[src/rtl/intc_bank_pkg.sv]
package intc_bank_pkg;

  // Decoded action of a write access
  typedef enum logic [2:0] {
    WM_NONE   = 3'd0,  // no register at this address
    WM_SET    = 3'd1,  // dual register, OR-in address
    WM_CLR    = 3'd2,  // dual register, clear address
    WM_DIRECT = 3'd3,  // priority register, plain store
    WM_BAD    = 3'd4   // register found, write mode unsupported
  } wmode_e;

  localparam int MATCH_W = 29;  // address bits taking part in the compare

endpackage

[src/rtl/ibank_decode.sv]
module ibank_decode
  import intc_bank_pkg::*;
#(
  parameter int NREG = 4,
  parameter int AW   = 32,
  parameter int IW   = 2,
  parameter logic [NREG-1:0][AW-1:0] SET_ADDR = '0,
  parameter logic [NREG-1:0][AW-1:0] CLR_ADDR = '0,
  parameter logic [NREG-1:0]         IS_PRIO  = '0
) (
  input  logic [AW-1:0] addr,
  output logic          hit,
  output logic [IW-1:0] idx,
  output wmode_e        mode
);

  logic unused_hi;
  assign unused_hi = ^addr[AW-1:MATCH_W];

  always_comb begin
    hit  = 1'b0;
    idx  = '0;
    mode = WM_NONE;
    // descending scan so the lowest-numbered register wins
    for (int r = NREG - 1; r >= 0; r--) begin
      logic has_s, has_c, m_s, m_c;
      has_s = (SET_ADDR[r][MATCH_W-1:0] != '0);
      has_c = (CLR_ADDR[r][MATCH_W-1:0] != '0);
      m_s   = has_s && (addr[MATCH_W-1:0] == SET_ADDR[r][MATCH_W-1:0]);
      m_c   = has_c && (addr[MATCH_W-1:0] == CLR_ADDR[r][MATCH_W-1:0]);
      if (m_s || m_c) begin
        hit = 1'b1;
        idx = IW'(r);
        if (has_s && has_c)
          mode = m_s ? WM_SET : WM_CLR;
        else if (has_s && IS_PRIO[r])
          mode = WM_DIRECT;
        else
          mode = WM_BAD;
      end
    end
  end

endmodule

[src/rtl/ibank_fielddiff.sv]
module ibank_fielddiff #(
  parameter int DW   = 8,
  parameter int FW   = 1,
  parameter int MAXF = 8
) (
  input  logic [DW-1:0]   old_v,
  input  logic [DW-1:0]   new_v,
  output logic [MAXF-1:0] chg,
  output logic [MAXF-1:0] en
);

  localparam int NF = DW / FW;

  for (genvar k = 0; k < MAXF; k++) begin : g_fld
    if (k < NF) begin : g_live
      localparam int LO = (NF - 1 - k) * FW;
      assign chg[k] = |(old_v[LO +: FW] ^ new_v[LO +: FW]);
      assign en[k]  = |new_v[LO +: FW];
    end else begin : g_none
      assign chg[k] = 1'b0;
      assign en[k]  = 1'b0;
    end
  end

endmodule

[src/rtl/ibank_walker.sv]
module ibank_walker #(
  parameter int MAXF = 8,
  parameter int IDW  = 4,
  parameter logic [(1<<IDW)-1:0]          HAS_VEC = '0,
  parameter logic [(1<<IDW)-1:0][IDW-1:0] NEXT_ID = '0
) (
  input  logic                      clk,
  input  logic                      rst,
  input  logic                      load,
  input  logic [MAXF-1:0]           load_chg,
  input  logic [MAXF-1:0]           load_en,
  input  logic [MAXF-1:0][IDW-1:0]  load_ids,
  output logic                      busy,
  output logic                      ev_valid,
  output logic [IDW-1:0]            ev_id,
  output logic                      ev_inc
);

  localparam int KW = (MAXF > 1) ? $clog2(MAXF) : 1;

  logic [MAXF-1:0]          chg_q, en_q;
  logic [MAXF-1:0][IDW-1:0] ids_q;
  logic                     chain_q, cen_q;
  logic [IDW-1:0]           cur_q;

  logic [KW-1:0]  sel_k;
  logic           act_vld, act_grp, act_en, emit, cont;
  logic [IDW-1:0] act_id;

  assign busy = chain_q || (|chg_q);

  always_comb begin
    sel_k = '0;
    for (int k = MAXF - 1; k >= 0; k--)
      if (chg_q[k]) sel_k = KW'(k);
    if (chain_q) begin
      act_vld = 1'b1;
      act_id  = cur_q;
      act_grp = 1'b1;
      act_en  = cen_q;
    end else begin
      act_vld = |chg_q;
      act_id  = ids_q[sel_k];
      act_grp = 1'b0;
      act_en  = en_q[sel_k];
    end
    emit = act_vld && (act_id != '0) && HAS_VEC[act_id];
    cont = act_vld && (act_id != '0) && (NEXT_ID[act_id] != '0) &&
           (act_grp || !HAS_VEC[act_id]);
  end

  always_ff @(posedge clk) begin
    if (rst) begin
      chg_q    <= '0;
      en_q     <= '0;
      ids_q    <= '0;
      chain_q  <= 1'b0;
      cen_q    <= 1'b0;
      cur_q    <= '0;
      ev_valid <= 1'b0;
      ev_id    <= '0;
      ev_inc   <= 1'b0;
    end else if (load) begin
      chg_q    <= load_chg;
      en_q     <= load_en;
      ids_q    <= load_ids;
      chain_q  <= 1'b0;
      ev_valid <= 1'b0;
    end else begin
      ev_valid <= emit;
      ev_id    <= act_id;
      ev_inc   <= act_en;
      if (!chain_q && (|chg_q)) chg_q[sel_k] <= 1'b0;
      chain_q  <= cont;
      cur_q    <= NEXT_ID[act_id];
      cen_q    <= act_en;
    end
  end

  // an event only follows a cycle in which work was outstanding
  assert_evt_after_busy_R10: assert property (@(posedge clk) disable iff (rst)
    ev_valid |-> $past(busy));

  // a chain step never starts from an idle walker without a load
  assert_chain_from_work_R8: assert property (@(posedge clk) disable iff (rst)
    (!busy && !load) |=> !chain_q);

endmodule

[src/rtl/intc_mask_bank.sv]
module intc_mask_bank
  import intc_bank_pkg::*;
#(
  parameter int NREG = 4,
  parameter int AW   = 32,
  parameter int DW   = 8,
  parameter int IDW  = 4,
  parameter logic [NREG-1:0][AW-1:0] SET_ADDR =
    {32'h0000_0070, 32'h0000_0060, 32'h0000_0050, 32'h0000_0040},
  parameter logic [NREG-1:0][AW-1:0] CLR_ADDR =
    {32'h0000_0000, 32'h0000_0064, 32'h0000_0000, 32'h0000_0044},
  parameter logic [NREG-1:0]         IS_PRIO  = 4'b0110,
  parameter logic [NREG-1:0][3:0]    FW_CFG   = {4'd1, 4'd4, 4'd4, 4'd1},
  parameter logic [NREG-1:0][DW-1:0][IDW-1:0] FIELD_ID =
    128'h87654321_000000F6_00000054_E790A321,
  parameter logic [(1<<IDW)-1:0]          HAS_VEC = 16'hA9FE,
  parameter logic [(1<<IDW)-1:0][IDW-1:0] NEXT_ID = 64'h070D_CB00_8000_0000
) (
  input  logic           clk,
  input  logic           rst,
  input  logic           wr_en,
  input  logic [AW-1:0]  wr_addr,
  input  logic [DW-1:0]  wr_data,
  output logic           wr_ready,
  output logic           wr_err,
  input  logic           rd_en,
  input  logic [AW-1:0]  rd_addr,
  output logic [DW-1:0]  rd_data,
  output logic           ev_valid,
  output logic [IDW-1:0] ev_id,
  output logic           ev_inc
);

  localparam int IW   = (NREG > 1) ? $clog2(NREG) : 1;
  localparam int MAXF = DW;

  logic [NREG-1:0][DW-1:0] val_q;

  logic          w_hit, r_hit;
  logic [IW-1:0] w_idx, r_idx;
  wmode_e        w_mode, r_mode;

  ibank_decode #(.NREG(NREG), .AW(AW), .IW(IW), .SET_ADDR(SET_ADDR),
                 .CLR_ADDR(CLR_ADDR), .IS_PRIO(IS_PRIO))
    u_wdec (.addr(wr_addr), .hit(w_hit), .idx(w_idx), .mode(w_mode));

  ibank_decode #(.NREG(NREG), .AW(AW), .IW(IW), .SET_ADDR(SET_ADDR),
                 .CLR_ADDR(CLR_ADDR), .IS_PRIO(IS_PRIO))
    u_rdec (.addr(rd_addr), .hit(r_hit), .idx(r_idx), .mode(r_mode));

  wmode_e unused_rmode;
  assign unused_rmode = r_mode;

  logic          busy, acc, good;
  logic [DW-1:0] old_v, nxt_v;

  assign wr_ready = !busy;
  assign acc      = wr_en && wr_ready;
  assign old_v    = val_q[w_idx];

  always_comb begin
    good  = 1'b1;
    nxt_v = old_v;
    unique case (w_mode)
      WM_SET:    nxt_v = old_v | wr_data;
      WM_CLR:    nxt_v = old_v & ~wr_data;
      WM_DIRECT: nxt_v = wr_data;
      default:   good  = 1'b0;
    endcase
  end

  // per-register field comparators, each with its own field width
  logic [NREG-1:0][MAXF-1:0] chg_all, en_all;
  for (genvar r = 0; r < NREG; r++) begin : g_reg
    ibank_fielddiff #(.DW(DW), .FW(int'(FW_CFG[r])), .MAXF(MAXF))
      u_diff (.old_v(val_q[r]), .new_v(nxt_v),
              .chg(chg_all[r]), .en(en_all[r]));

    // a set-address write never drops a bit
    assert_set_keeps_bits_R3: assert property (@(posedge clk) disable iff (rst)
      (acc && w_idx == IW'(r) && w_mode == WM_SET) |=>
        ((val_q[r] & $past(val_q[r])) == $past(val_q[r])));

    // a clear-address write never raises a bit
    assert_clr_no_new_bits_R3: assert property (@(posedge clk) disable iff (rst)
      (acc && w_idx == IW'(r) && w_mode == WM_CLR) |=>
        ((val_q[r] & ~$past(val_q[r])) == '0));
  end

  ibank_walker #(.MAXF(MAXF), .IDW(IDW), .HAS_VEC(HAS_VEC), .NEXT_ID(NEXT_ID))
    u_walk (
      .clk(clk), .rst(rst),
      .load(acc && good),
      .load_chg(chg_all[w_idx]),
      .load_en(en_all[w_idx]),
      .load_ids(FIELD_ID[w_idx]),
      .busy(busy),
      .ev_valid(ev_valid), .ev_id(ev_id), .ev_inc(ev_inc)
    );

  always_ff @(posedge clk) begin
    if (rst) begin
      val_q   <= '0;
      wr_err  <= 1'b0;
      rd_data <= '0;
    end else begin
      wr_err <= acc && !good;
      if (acc && good) val_q[w_idx] <= nxt_v;
      if (rd_en) rd_data <= r_hit ? val_q[r_idx] : '0;
    end
  end

  // a write offered while busy leaves the bank untouched
  assert_held_write_R9: assert property (@(posedge clk) disable iff (rst)
    (wr_en && !wr_ready) |=> $stable(val_q));

  // a refused write flags an error and stores nothing
  assert_bad_write_R5: assert property (@(posedge clk) disable iff (rst)
    (acc && !good) |=> (wr_err && $stable(val_q)));

  // an unmapped read returns zero
  assert_unmapped_read_R4: assert property (@(posedge clk) disable iff (rst)
    (rd_en && !r_hit) |=> (rd_data == '0));

endmodule

[config.mk]
export PLATFORM = sky130hd
export DESIGN_NAME = intc_mask_bank
export DESIGN_NICKNAME = d
export VERILOG_FILES = /design/src/rtl/intc_bank_pkg.sv /design/src/rtl/ibank_decode.sv /design/src/rtl/ibank_fielddiff.sv /design/src/rtl/ibank_walker.sv /design/src/rtl/intc_mask_bank.sv
export SDC_FILE = /design/constraint.sdc
export NUM_CORES = 1
export LEC_CHECK = 0
export ABC_AREA = 1
export BUFFER_PORTS_ARGS = -buffer_cell sky130_fd_sc_hd__buf_2
export CORE_ASPECT_RATIO = 0.7
export CORE_MARGIN = 2
export CORE_UTILIZATION = 55
export CTS_CLUSTER_DIAMETER = 50
export CTS_CLUSTER_SIZE = 8
export DETAILED_ROUTE_END_ITERATION = 12
export HOLD_SLACK_MARGIN = 0.02
export PLACE_DENSITY = 0.84
export REMOVE_ABC_BUFFERS = 1
export SYNTH_ARGS = -nofsm -noshare
export SYNTH_HDL_FRONTEND = slang
export SYNTH_SLANG_ARGS = --single-unit
[constraint.sdc]
create_clock -name clk -period 4.5 [get_ports clk]
set_input_delay 0.225 -clock clk [delete_from_list [all_inputs] [get_ports clk]]
set_output_delay 0.225 -clock clk [all_outputs]
set_load 0.01 [all_outputs]
=== Yosys cells after proc, flatten, opt, wreduce, memory -nomap -nowiden ===
Memory sizes are Yosys's and may differ from the RTL's.
Index checks and enable logic that the tools add are counted.

* Flip-flop bits (word level): 100
* Logic and storage cells: 160
* Memories: 2
* Memory bits (read-only): 80
* Bits of input ports: 76

* Reduce and logical (&&, ||, !) cells: 33
* Eq/ne operators: 15
* Bitwise logic cells: 27
* Magnitude comparators: 6
* Muxes and demuxes: 56

{| class="wikitable"
|+ Memory list
! name !! words !! width !! read ports !! clocked after Yosys merged registers in !! wr ports !! line !! text
|-
| (no name shown) || 16 || 4 || 1 || 0 || 0 || ibank_walker.sv:48 || <nowiki>cont = act_vld && (act_id != '0) && (NEXT_ID[act_id] != '0) &&</nowiki>
|-
| (no name shown) || 16 || 1 || 1 || 0 || 0 || ibank_walker.sv:47 || <nowiki>emit = act_vld && (act_id != '0) && HAS_VEC[act_id];</nowiki>
|}

{| class="wikitable"
|+ Operators with widths
! operator !! number
|-
| $eq A29 B7 Y1 const B || 12
|-
| $bmux W32 S2 || 1
|-
| $bmux W8 S2 || 4
|-
| $mux W8 || 8
|-
| $mux W3 || 12
|-
| $bwmux W32 || 1
|-
| $mux W32 || 1
|-
| $pmux W8 S3 || 1
|-
| $reduce_or A4 Y1 || 6
|-
| $mux W2 || 10
|-
| $and A8 B8 Y8 || 2
|-
| $demux W8 S2 || 1
|-
| $not A8 Y8 || 2
|-
| $xor A1 B1 Y1 || 16
|-
| $xor A4 B4 Y4 || 4
|-
| $bmux W4 S3 || 1
|-
| $mux W4 || 3
|-
| $mux W1 || 11
|-
| $logic_and A1 B1 Y1 || 10
|-
| $or A8 B8 Y8 || 1
|-
| $reduce_bool A4 Y1 || 2
|-
| $reduce_or A8 Y1 || 1
|-
| $eq A3 B2 Y1 const B || 2
|-
| $logic_or A1 B1 Y1 || 6
|-
| other kinds (14) || 19
|}

=== Depth between registers and ports, before layout ===
Gate-level depths: netlist of the first run.

* Word-level depth: 16
* Gate-level depth with buffers: 21
* Depth with buffers taken out: 21

=== Hierarchy ===
From an unflattened synthesis of the first run, not the netlist that was laid out.

* Cell total of the unflattened synthesis: 1262
* Area total of the unflattened synthesis: 7399.6 um2

{| class="wikitable"
|+ By module, submodules not included
! module !! sequential area each (um2) !! area an instance (um2) !! times used !! cells each
|-
| intc_mask_bank || 820.8 || 2996.6 || 1 || 507
|-
| ibank_walker || 1181.1 || 2776.4 || 1 || 397
|-
| ibank_decode || 0.0 || 324.1 || 2 || 70
|-
| ibank_fielddiff at g_reg[1].u_diff ... || 0.0 || 279.0 || 2 || 61
|-
| ibank_fielddiff at g_reg[0].u_diff ... || 0.0 || 210.2 || 2 || 48
|}

=== Worst setup path before layout of the first run ===
Ideal clock, no wire load.

* Kind: flip-flop to flip-flop
* Start: register u_walk.chg_q[4]
* End: register u_walk.chain_q
* Setup time: 0.111 ns
* Slack: 2.399 ns
* Cell stages (with the launch flop): 18
* Buffers on the path: 0
* Arrival time: 1.989 ns
* Period minus slack after synthesis: 2.101 ns
* Cell sequence: dfxtp_1 nor2_1 o21ai_1 nand2_1 o21ai_2 nand2_1 inv_1 nand2_1 o21ai_0 nor2_1 nand2_1 o21ai_2 ha_1 nand3b_1 nand3_1 nand3_1 nor2_1 nor2_1

* Longest elaborated chain between the ends: 13
* Elaborated cells on any way between the ends: 26

{| class="wikitable"
|+ RTL lines
! item !! line !! text
|-
| from (decl) || ibank_walker.sv:21 || <nowiki>logic [MAXF-1:0] chg_q, en_q;</nowiki>
|-
| from (signal assigned) || ibank_walker.sv:64 || <nowiki>chg_q <= load_chg;</nowiki>
|-
| $mux W3 (5 in series) || ibank_walker.sv:35 || <nowiki>if (chg_q[k]) sel_k = KW'(k);</nowiki>
|-
| $bmux W4 S3 || ibank_walker.sv:43 || <nowiki>act_id = ids_q[sel_k];</nowiki>
|-
| $mux W4 (implied by the code) || ibank_walker.sv:43 ||
|-
| $mux W4 || ibank_walker.sv:36 || <nowiki>if (chain_q) begin</nowiki>
|-
| $mem_v2 Z16 W4 / $mem_v2 Z16 W1 (equally long branches) || -- ||
|-
| $mux W4 / $mux W1 (equally long branches) || -- ||
|-
| $reduce_bool A4 Y1 / $logic_not A1 Y1 (equally long branches) || ibank_walker.sv:48, ibank_walker.sv:49 ||
|-
| $logic_and A1 B1 Y1 / $logic_or A1 B1 Y1 (equally long branches) || ibank_walker.sv:48, ibank_walker.sv:49 ||
|-
| $logic_and A1 B1 Y1 || ibank_walker.sv:48 ||
|-
| to (signal assigned) || ibank_walker.sv:74 || <nowiki>chain_q <= cont;</nowiki>
|-
| to (decl) || ibank_walker.sv:23 || <nowiki>logic chain_q, cen_q;</nowiki>
|}

Parallel ways exist; a longest one is shown, timed or not. The select of a mux whose other input is x is not followed.
A chain may end at the register's enable or synchronous reset.

=== Final worst setup path of the first run ===
* Start: register u_walk.chg_q[4]
* End: register val_q[11] (netlist bit)

* Longest elaborated chain between the ends: 5

{| class="wikitable"
|+ RTL lines
! item !! line !! text
|-
| $reduce_or A8 Y1 || ibank_walker.sv:30 || <nowiki>assign busy = chain_q || (|chg_q);</nowiki>
|-
| $logic_or A1 B1 Y1 || ibank_walker.sv:30 ||
|-
| $logic_not A1 Y1 || intc_mask_bank.sv:57 || <nowiki>assign wr_ready = !busy;</nowiki>
|-
| $logic_and A1 B1 Y1 || intc_mask_bank.sv:58 || <nowiki>assign acc = wr_en && wr_ready;</nowiki>
|-
| $logic_and A1 B1 Y1 || intc_mask_bank.sv:108 || <nowiki>if (acc && good) val_q[w_idx] <= nxt_v;</nowiki>
|-
| to (signal, indexed assignment) || intc_mask_bank.sv:108 ||
|-
| to (decl) || intc_mask_bank.sv:37 || <nowiki>logic [NREG-1:0][DW-1:0] val_q;</nowiki>
|}

No other way between the ends.

==> results.txt, run 1 <==
----------------------------------------------------
[Detailed routing]
  Number of optimization iterations in the first detailed-route pass ... 6
  Average detailed-routed wire length per instance ... between 10 and 15 um
  Starting DRT DRC Count ... approximately 560
  Number of remaining DRC errors ... 0
  Wirelength, routed ... ~15 mm
  Via Count ... just under 6000
  Routed vias/inst ... roughly 5.6
  Number of antenna-violating nets in the routed design ... 0

[Pwr]
  Portion of total power attributed to the clock network ... 0.494
  Leakage power figure ... roughly 0.0029 uW
  Largest voltage drop on the vdd net ... between 0.2 and 0.25 mV
  Power density normalized to cell area ... ~240 nW/um^2
  Switching share of power ... 0.217
  Internal portion of total power ... 1130 uW
  Relative contribution of combinational cells to total power ... 0.050
  PnR Total Power ... between 1000 and 1500 uW
  Sequential share of power ... 0.456
  Switching Power ... slightly above 300 uW

[Place]
  HPWL after detailed placement ... 11.1 mm
  Number of I/O port buffers ... 85
  Gpl congestion ... approximately 0.94

[STA]
  Max-slew violation count ... 0
  Maximum clock skew at final layout ... between 0.005 and 0.006 ns
  Relative max-transition margin ... 0.301
  Period utilisation layout ... 0.676
  Final min period ... 3.04 ns
  Number of failing setup endpoints in the final timing report ... 0
  RSZ-0062 raised after global routing ... no
  Worst Tran Pin Value ... around 1.0 ns
  FMAX ... approximately 330 MHz
  Final Hold Violating Endpoints ... 0
  Summed negative setup slack over all endpoints ... 0 ns

[Synth]
  Post-synthesis sequential element count ... 74
  Netlist area before placement ... approximately 5100 um^2
  Sequential fraction of the synthesis area ... 0.289
  Avg Cell Area, Syn ... approximately 6 um^2
  Most used flip-flop cell after synthesis ... dfxtp_1
  Async set-or-reset flop fraction in the synthesized netlist ... 0
  Post-Syn Instances ... between 800 and 900
  Count of warnings emitted by yosys ... 0
  Number of flops mapped to enable cells by yosys ... 0
  Post-synth cell types ... 43

[Critical path]
  Arrival time of the worst setup path ... approximately 3.3 ns
  Element type at the critical path start ... flip-flop
  WS Path Type ... reg2reg
  Endpoint class of the critical path ... flip-flop
  Required time of the critical path ... 4.75 ns
  Worst Path Max Fanout ... 15

[Final layout]
  Fraction of layout cells with a size suffix above 1 ... 0.179
  Count of antenna diodes in the layout ... 0
  Layout net count ... approximately 1000
  Layout overhead on the synthesized area ... 14.8%

[CTS]
  CTS Root Cell ... clkbuf_16
  Clock slew at reported path FFs ... roughly 0.060 ns
  Post-cts repair resize count ... 0
  Post-CTS setup buffer count ... 0
  Hold buffers post-CTS ... 0
  Clock tree from TritonCTS ... built
  Clock buffers created by TritonCTS ... 9
  Worst-case clock buffer depth ... 2
  Number of clock sinks seen by CTS ... 74
  Max H-tree Level ... 3
  Clock latency reported for the late side of the worst-skew pair ... around 0.34 ns

[Global route]
  Global-route wire length before repair ... 24.5 mm
  Vias in the first global route ... 5126
  Number of antenna violations at the first check in global routing ... 0
  Pin count of the biggest net entering global routing ... 33
  Overall track demand over capacity in global routing ... 0.303
  Congestion Overflow GR ... 0

[Floorplan]
  Die W ... approximately 120 um
  Core region area ... 9070 um^2
  Die H ... 84.8 um
  Number of standard-cell rows in the floorplan ... 29
  Count of boundary I/O pins ... slightly above 90
  Die outline area ... 10100 um^2
  Initial Utilization ... 0.566

[Outcome]
  Outcome ... finished clean

[Worst hold path]
  Tightest Hold Check Type ... in2reg

[Run]
  Reported max-cap violation count ... 0

----------------------------------------------------
cells in the final DEF, fill, tap and decap left out, drive strengths merged:
master,instances
nand2,249
inv,116
nor2,92
buf,86
nand3,86
dfxtp,74
o21ai,72
a21oi,58
o22ai,18
o211ai,12
clkbuf,12
ha,7
nor3,6
nand4,5
o21bai,4
nor4,4
a31oi,4
and2,3
clkinv,3
nand3b,1
o31ai,1
xor2,1
o311ai,1
o2111ai,1
or2,1
and3,1
o41ai,1
bufinv,1
sequential cells by signal (all words and copies together) (netlist names):
name and cells:
wr_err 1, u_walk.chain_q 1, u_walk.ev_inc 1, u_walk.ev_valid 1
u_walk.cur_q 4, rd_data 8, u_walk.en_q 8, u_walk.chg_q 8
u_walk.ids_q 6, val_q 32, u_walk.ev_id 4
power by group through the flow:
stage | logic [uW] | clock network, uW | registers [uW]
after detailed placement | 71.0 | 0 | 670
after floorplan | 25.9 | 0 | 670
after global routing | 79.6 | 740 | 656
after CTS | 71.3 | 714 | 656
after global placement | 69.5 | 0 | 670
final | 71.4 | 711 | 656
metrics by stage:
| stage | cell area (um^2) | hold WS (ns) | utilization | std cells | worst slack, ns |
|---|---|---|---|---|---|
| 2_1_floorplan | 5010 | 0.294 | - | 819 | 2.28 |
| 3_3_place_gp | 5600 | 0.442 | 0.618 | 1029 | 1.48 |
| 3_5_place_dp | 5600 | 0.447 | 0.618 | 1029 | 1.51 |
| 4_1_cts | 5890 | 0.272 | 0.649 | 1044 | 1.53 |
| 5_1_grt | 5890 | 0.301 | 0.649 | 1044 | 1.29 |
| 6_report | 5890 | 0.268 | 0.649 | 1044 | 1.46 |
critical path, cell delays in order, from the launching register on:
cell	delay, ns
dfxtp_1	0.34
nor2_1	0.28
nand2_1	0.09
nor2_1	0.19
nand2_1	0.10
inv_1	0.07
nand2_1	0.19
nor2_8	0.32
inv_2	0.17
nor2_1	0.58
nand2_1	0.35
o22ai_1	0.27
kinds of logic (layout without fill, tap and decap cells):
kind of cell	count (synthesis)	after routing	synth area share
compound gates	172	172	0.188
xor+xnor	1	1	0.00171
fa+ha+maj	7	7	0.0171
buf+inv	137	218	0.109
flops	74	74	0.289
simple gates	448	448	0.396
worst paths after layout:
| check | from | endpoint | slack, ns | cells past startpoint |
|---|---|---|---|---|
| setup / recovery | u_walk.chg_q[4] | val_q[11] | 1.46 | 11 |
| hold / removal | rd_en | rd_data[4] | 0.27 | 4 |
| setup reg to reg | u_walk.chg_q[4] | val_q[11] | 1.46 | 11 |
| hold reg to reg | rd_data[4] | rd_data[4] | 0.46 | 2 |
layer usage:
metal,GRT usage,vias to the layer above,wire length [um]
li1,-,2879,-
met1,0.429,2589,6620
met2,0.442,316,6260
met3,0.106,36,2010
met4,0.0791,0,253
met5,0,-,0
Yosys cell counts, types with 7 or more instances:
cell type | n | share of area
o21ai_1 | 12 | 0.012
o21ai_0 | 56 | 0.055
nand3_1 | 81 | 0.079
buf_2 | 7 | 0.0068
nand2_2 | 14 | 0.017
clkbuf_1 | 7 | 0.0051
nand2_1 | 229 | 0.17
o22ai_1 | 18 | 0.022
ha_1 | 7 | 0.017
nor2_1 | 78 | 0.057
dfxtp_1 | 74 | 0.29
a21oi_1 | 57 | 0.056
nor2_2 | 8 | 0.0098
inv_1 | 97 | 0.071
inv_2 | 19 | 0.014
o211ai_1 | 12 | 0.018
cell type report:
| class | count | area, um^2 |
|---|---|---|
| clock buffers | 12 | 246 |
| inverters | 117 | 439 |
| fillers | 866 | 3180 |
| repair buffers | 86 | 433 |
| flip-flops and latches | 74 | 1480 |
| clock inverters | 3 | 40.0 |
| multi-input cells | 628 | 3090 |
| well taps | 124 | 155 |
Note: power is estimated with default switching activity, not from simulation.
==> run 2, diff against run 1 <==
Settings changed: ABC_AREA 1 to 0.
Clock period 4.5 ns to 3.1 ns, I/O delays scaled along.
==> run 2 against run 1 <==
Core utilization is 1.8 points higher. Synthesized area fell by 5.5%. Total power is 41% higher. Combinational power is 86% higher. Highest routed layer unchanged.
==> results.txt, run 2 <==
----------------------------------------------------
[STA]
  Relative max-transition margin ... 0.519
  Max-slew violation count ... 0
  Maximum clock skew at final layout ... roughly 0.0072 ns
  Summed negative setup slack over all endpoints ... 0 ns
  RSZ-0062 raised after global routing ... no
  Period utilisation layout ... 0.929
  Worst Tran Pin Value ... between 0.7 and 0.8 ns
  Number of failing setup endpoints in the final timing report ... 0
  Final Hold Violating Endpoints ... 0
  FMAX ... between 300 and 400 MHz
  Final min period ... slightly below 3 ns

[Detailed routing]
  Number of remaining DRC errors ... 0
  Average detailed-routed wire length per instance ... between 15 and 20 um
  Starting DRT DRC Count ... about 790
  Number of antenna-violating nets in the routed design ... 0
  Number of optimization iterations in the first detailed-route pass ... 5
  Routed vias/inst ... around 6.3
  Via Count ... between 5000 and 6000
  Wirelength, routed ... around 16 mm

[CTS]
  CTS Root Cell ... clkbuf_16
  Clock slew at reported path FFs ... 0.06 ns
  Clock buffers created by TritonCTS ... 9
  Number of clock sinks seen by CTS ... between 70 and 80
  Post-CTS setup buffer count ... 0
  Clock latency reported for the late side of the worst-skew pair ... between 0.3 and 0.4 ns
  Worst-case clock buffer depth ... 2
  Max H-tree Level ... 3
  Hold buffers post-CTS ... 0
  Clock tree from TritonCTS ... built

[Critical path]
  Required time of the critical path ... between 3 and 4 ns
  Buffers and inverters on the worst path ... 0
  Reg2Reg Depth ... 12
  CP Cell Sequence ... nor2b_1, o21ai_0, a21oi_1, o21bai_2, mux2i_1, nor3_1, o31ai_1, ha_1, nand2_1, a32o_1, a21boi_0, o22ai_1
  Worst Path Max Fanout ... 6
  Element type at the critical path start ... flip-flop
  WS Path Type ... reg2reg
  Endpoint class of the critical path ... flip-flop
  R2r setup slk ... ~0.22 ns
  Crit-path leading delay family ... compound AO/OA/AOI/OAI gates
  Destination of the worst register-to-register timing path ... u_walk.chain_q
  Arrival time of the worst setup path ... slightly above 3 ns
  Critical path startpoint ... u_walk.chg_q[6]
  Destination of the critical timing path ... u_walk.chain_q
  Instance count on the critical path ... 12
  Delay of the slowest cell on the worst path ... about 0.44 ns
  Worst r2r src ... u_walk.chg_q[6]
  Cell with the largest stage delay on the worst path ... dfxtp_1

[Floorplan]
  Initial Utilization ... 0.570
  Core region area ... 8510 um^2
  Die W ... roughly 120 um
  Number of standard-cell rows in the floorplan ... 28
  Die outline area ... ~9600 um^2
  Count of boundary I/O pins ... 92
  Die H ... 82.6 um

[Final layout]
  Register ranked first by flip-flop count ... val_q
  Count of antenna diodes in the layout ... 0
  Most common cell after layout, fill and taps aside ... nand2_1
  Layout net count ... between 700 and 800
  Fillers ... slightly above 700
  Layout overhead on the synthesized area ... 17.1%
  Top library cells by usage in the layout, fill and taps aside ... nand2_1, buf_2, dfxtp_1
  Final Instance Count excl. Fillers ... a little over 800
  Max FFs per register ... 32
  Fraction of layout cells with a size suffix above 1 ... 0.233

[Synth]
  Count of warnings emitted by yosys ... 0
  Avg Cell Area, Syn ... around 8 um^2
  Post-synthesis sequential element count ... between 70 and 80
  Number of flops mapped to enable cells by yosys ... 0
  Most repeated cell in the gate-level netlist after synthesis ... nand2_1
  Sequential fraction of the synthesis area ... 0.305
  Post-synth top area share ... 0.305
  Async set-or-reset flop fraction in the synthesized netlist ... 0
  Post-synth cell types ... between 80 and 90
  Area leader, netlist ... dfxtp_1
  Top post-synthesis cells by count ... nand2_1, dfxtp_1, a21oi_1
  Post-Syn Instances ... 623
  Netlist area before placement ... around 4900 um^2
  Top cells by area, synth ... dfxtp_1, nand2_1, a21oi_1
  Most used flip-flop cell after synthesis ... dfxtp_1

[Global route]
  Number of antenna violations at the first check in global routing ... 0
  Global-route wire length before repair ... between 20 and 30 mm
  Vias in the first global route ... roughly 4800
  Overall track demand over capacity in global routing ... 0.347
  Pin count of the biggest net entering global routing ... 43
  Congestion Overflow GR ... 0

[Place]
  Cell count after placement ... approximately 810
  HPWL after detailed placement ... roughly 12 mm
  Gpl congestion ... around 1.0
  Number of I/O port buffers ... 85

[Pwr]
  Largest voltage drop on the vdd net ... about 0.44 mV
  PnR Total Power ... 2030 uW
  Leakage power figure ... approximately 0.0021 uW
  Power density normalized to cell area ... 358 nW/um^2

[Run]
  Reported max-cap violation count ... 0

[Outcome]
  Outcome ... finished clean

[Worst hold path]
  Tightest Hold Check Type ... in2reg

----------------------------------------------------
-- run 2: cell types whose count changed after synthesis, moves of 11 or more --
| cell | delta |
|---|---|
| a21oi_1 | +14 |
| clkbuf_1 | +12 |
| inv_1 | -79 |
| inv_2 | -17 |
| nand2_1 | -113 |
| nand2_2 | -14 |
| nand3_1 | -60 |
| nor2_1 | -25 |
| nor2b_1 | +12 |
| o211ai_1 | -11 |
| o21ai_0 | -44 |
| o21ai_1 | -12 |
| o22ai_1 | -13 |
-- run 2: logic make-up (layout without fill, tap and decap cells) --
logic type,Yosys count,count (layout),share of synthesized area
XOR/XNOR,14,14,0.0268
AND/OR/NAND/NOR,286,286,0.301
multiplexers,18,18,0.0585
AO/OA/AOI/OAI,172,172,0.245
buffers and inverters,52,138,0.0457
flip-flops,74,74,0.305
adder cells (fa/ha/maj),7,7,0.0181
-- run 2: metal layers --
| layer | vias up | track usage | wire length [um] |
|---|---|---|---|
| li1 | 2427 | - | - |
| met1 | 2436 | 0.497 | 7190 |
| met2 | 351 | 0.499 | 6640 |
| met3 | 41 | 0.103 | 1980 |
| met4 | 0 | 0.108 | 363 |
| met5 | - | 0 | 0 |
-- run 2: tightest hold or removal path, stage by stage --
cell and delay (ns):
buf_2 0.14, nand2_1 0.10, nor3_1 0.06
-- run 2: how the worst min path moves through the flow --
stage                     slack, ns  cells after the start       startpoint              end
after global placement         0.43                      2  u_walk.ev_id[3]  u_walk.ev_id[3]
after global routing           0.16                      3            wr_en           wr_err
after floorplan                0.22                      1              rst  u_walk.chg_q[3]
after CTS                      0.15                      3            wr_en           wr_err
after detailed placement       0.44                      2  u_walk.ev_id[3]  u_walk.ev_id[3]
final                          0.16                      3            wr_en           wr_err
-- run 2: layout make-up --
type | instances | area, um^2 | area share
timing repair buffer | 103 | 561 | 0.0987
multi-input combinational | 497 | 3150 | 0.555
clock buffer | 10 | 229 | 0.0403
tap | 120 | 150 | 0.0264
clock inverter | 5 | 32.5 | 0.00573
inverter | 20 | 75.1 | 0.0132
sequential | 74 | 1480 | 0.261
-- run 2: what timing repair did --
item,in CTS,in global routing
endpoints found under the setup margin,0,1
hold endpoints to repair,0,0
gates resized for setup,0,1
-- run 2: where the power goes --
| part | total (uW) | leakage (uW) | internal [uW] | switching, uW |
|---|---|---|---|---|
| sequential | 952 | 0.000596 | 952 | 0.114 |
| clock | 947 | 0.000120 | 534 | 413 |
| combinational | 133 | 0.00142 | 52.6 | 80.3 |
| total | 2030 | 0.00214 | 1540 | 493 |
-- run 2: metrics by stage --
stage / hold WS, ns / worst slack, ns / area [um^2] / util
after global routing: 0.165 / 0.0231 / 5680 / 0.667
after CTS: 0.149 / 0.258 / 5680 / 0.667
after detailed placement: 0.443 / 0.276 / 5420 / 0.636
final: 0.157 / 0.219 / 5680 / 0.667
after floorplan: 0.224 / 0.469 / 4700 / -
after global placement: 0.427 / 0.343 / 5420 / 0.636
==> run 3, diff against run 2 <==
Clock period 3.1 ns to 3.4 ns, I/O delays scaled along.
==> run 3 against run 2 <==
Via count is 0.72% higher. Combinational power fell by 11%. Core utilization is 0.18 points lower. Cell area is 0.26% lower. Clock skew fell by 0.0017 ns. First-iteration DRC count down 27%. Total power decreased by 2.3%. Sequential power is 8.8% lower. Wire length decreased by 1.8%. Fmax down 3.8%. Final cell count is 0.84% lower. Register-to-register slack improved by 0.19 ns. Largest power group is now clock.
==> results.txt, run 3 (synthesis gave the netlist of run 2 again) <==
----------------------------------------------------
[Outcome]
  Outcome ... finished clean

[CTS]
  Post-cts repair resize count ... 0
  Number of clock sinks seen by CTS ... 74
  Hold buffers post-CTS ... 0
  Clock latency reported for the late side of the worst-skew pair ... approximately 0.35 ns
  Post-CTS setup buffer count ... 0
  Max H-tree Level ... 3
  Clock tree from TritonCTS ... built
  Clock slew at reported path FFs ... roughly 0.060 ns
  CTS Root Cell ... clkbuf_16
  Clock buffers created by TritonCTS ... 9
  Worst-case clock buffer depth ... 2

[Global route]
  Congestion Overflow GR ... 0
  Global-route wire length before repair ... 24.5 mm
  Number of antenna violations at the first check in global routing ... 0
  Pin count of the biggest net entering global routing ... 32
  Vias in the first global route ... around 4800
  Overall track demand over capacity in global routing ... 0.340

[Critical path]
  R2r setup slk ... roughly 0.40 ns
  Destination of the worst register-to-register timing path ... u_walk.chain_q
  Arrival time of the worst setup path ... about 3.2 ns
  Reg2Reg Depth ... 11
  Critical path startpoint ... u_walk.chg_q[6]
  WS Path Type ... reg2reg
  Required time of the critical path ... 3.63 ns
  Endpoint class of the critical path ... flip-flop
  Element type at the critical path start ... flip-flop
  Worst Path Max Fanout ... 8
  Worst r2r src ... u_walk.chg_q[6]
  Destination of the critical timing path ... u_walk.chain_q

[STA]
  Max-slew violation count ... 0
  RSZ-0062 raised after global routing ... no
  Relative max-transition margin ... 0.523
  Period utilisation layout ... 0.881
  Final Hold Violating Endpoints ... 0
  FMAX ... between 300 and 400 MHz
  Final min period ... between 2 and 3 ns
  Summed negative setup slack over all endpoints ... 0 ns
  Number of failing setup endpoints in the final timing report ... 0
  Worst Tran Pin Value ... 0.695 ns
  Maximum clock skew at final layout ... 0.00549 ns
  Smallest hold slack ... 0.167 ns

[Place]
  Placed Area ... 5360 um^2
  Gpl congestion ... ~1
  HPWL after detailed placement ... roughly 12 mm
  Cell count after placement ... approximately 810
  Number of I/O port buffers ... 85

[Floorplan]
  Die outline area ... 9600 um^2
  Die H ... ~83 um
  Core region area ... 8510 um^2
  Count of boundary I/O pins ... 92
  Die W ... 116 um
  Number of standard-cell rows in the floorplan ... 28
  Initial Utilization ... 0.570

[Final layout]
  Max FFs per register ... 32
  Fillers ... between 700 and 800
  Final Instance Count excl. Fillers ... 822
  Most common cell after layout, fill and taps aside ... nand2_1
  Top library cells by usage in the layout, fill and taps aside ... nand2_1, buf_2, dfxtp_1
  Multi-input logic area ... ~3100 um^2
  Register ranked first by flip-flop count ... val_q
  Register area ... roughly 1500 um^2
  Layout overhead on the synthesized area ... 16.8%
  Layout net count ... just under 800
  Fraction of layout cells with a size suffix above 1 ... 0.225
  Final core utilization ... 0.666
  Count of antenna diodes in the layout ... 0
  Post-route cell area ... approximately 5700 um^2

[Pwr]
  Largest voltage drop on the vdd net ... roughly 0.35 mV
  Switching share of power ... 0.235
  Power density normalized to cell area ... between 300 and 400 nW/um^2
  Sequential share of power ... 0.437
  Leakage power figure ... 0.00213 uW
  Switching Power ... ~470 uW
  Internal portion of total power ... between 1500 and 2000 uW
  Relative contribution of combinational cells to total power ... 0.060
  Portion of total power attributed to the clock network ... 0.503

[Detailed routing]
  Starting DRT DRC Count ... 576
  Via Count ... 5293
  Number of optimization iterations in the first detailed-route pass ... 6
  Number of antenna-violating nets in the routed design ... 0
  Wirelength, routed ... 15.9 mm
  Average detailed-routed wire length per instance ... between 15 and 20 um
  Number of remaining DRC errors ... 0
  Routed vias/inst ... roughly 6.4

[Run]
  Reported max-cap violation count ... 0

[Worst hold path]
  Tightest Hold Check Type ... in2reg

----------------------------------------------------
[run 3: cell types whose count changed in the layout (fill, tap and decap cells not counted), sizes merged]
cell,change
bufinv,+1
buf,-7
clkbuf,+1
clkinvlp,-2
[run 3: critical path: stages (launching register included)]
cell and delay [ns]:
dfxtp_1 0.46, nor2b_1 0.08, o21ai_0 0.16, a21oi_1 0.14, o21bai_2 0.42, o32ai_1 0.17, o31ai_1 0.46, inv_1 0.15
ha_1 0.35, a32o_1 0.26, a21boi_0 0.15, o22ai_1 0.08
[run 3: per-stage QoR]
| step | setup WS, ns | total power [uW] |
|---|---|---|
| floorplan | 0.754 | 921 |
| global placement | 0.555 | 998 |
| detailed placement | 0.520 | 1000 |
| CTS | 0.483 | 1980 |
| global route | 0.194 | 2030 |
| finish | 0.405 | 1980 |
[run 3: layout make-up]
| class | count | area share |
|---|---|---|
| well taps | 120 | 0.0265 |
| inverters | 20 | 0.0132 |
| clock inverters | 4 | 0.00905 |
| repair buffers | 96 | 0.0896 |
| multi-input cells | 497 | 0.556 |
| clock buffers | 11 | 0.0446 |
| flip-flops and latches | 74 | 0.261 |
[run 3: how the worst min path moves through the flow]
| stage | slack (ns) | endpoint | startpoint | depth (start not counted) |
|---|---|---|---|---|
| floorplan | 0.24 | u_walk.chg_q[3] | rst | 1 |
| global placement | 0.43 | u_walk.cur_q[1] | u_walk.cur_q[1] | 2 |
| detailed placement | 0.44 | u_walk.ev_id[3] | u_walk.ev_id[3] | 2 |
| CTS | 0.16 | wr_err | wr_en | 3 |
| global route | 0.18 | wr_err | wr_en | 3 |
| finish | 0.17 | wr_err | wr_en | 3 |
[run 3: layer usage]
layer | up-vias | track usage | part of all wire
met3 | 49 | 0.107 | 0.13
met2 | 347 | 0.511 | 0.43
met5 | - | 0 | 0
met1 | 2471 | 0.456 | 0.41
li1 | 2426 | - | -
met4 | 0 | 0.132 | 0.026
[run 3: power groups by stage]
stage | combinational, uW | sequential [uW] | clock, uW
after detailed placement | 114 | 887 | 0
after floorplan | 33.3 | 887 | 0
final | 118 | 868 | 999
after global placement | 112 | 887 | 0
after CTS | 115 | 868 | 997
after global routing | 126 | 867 | 1030
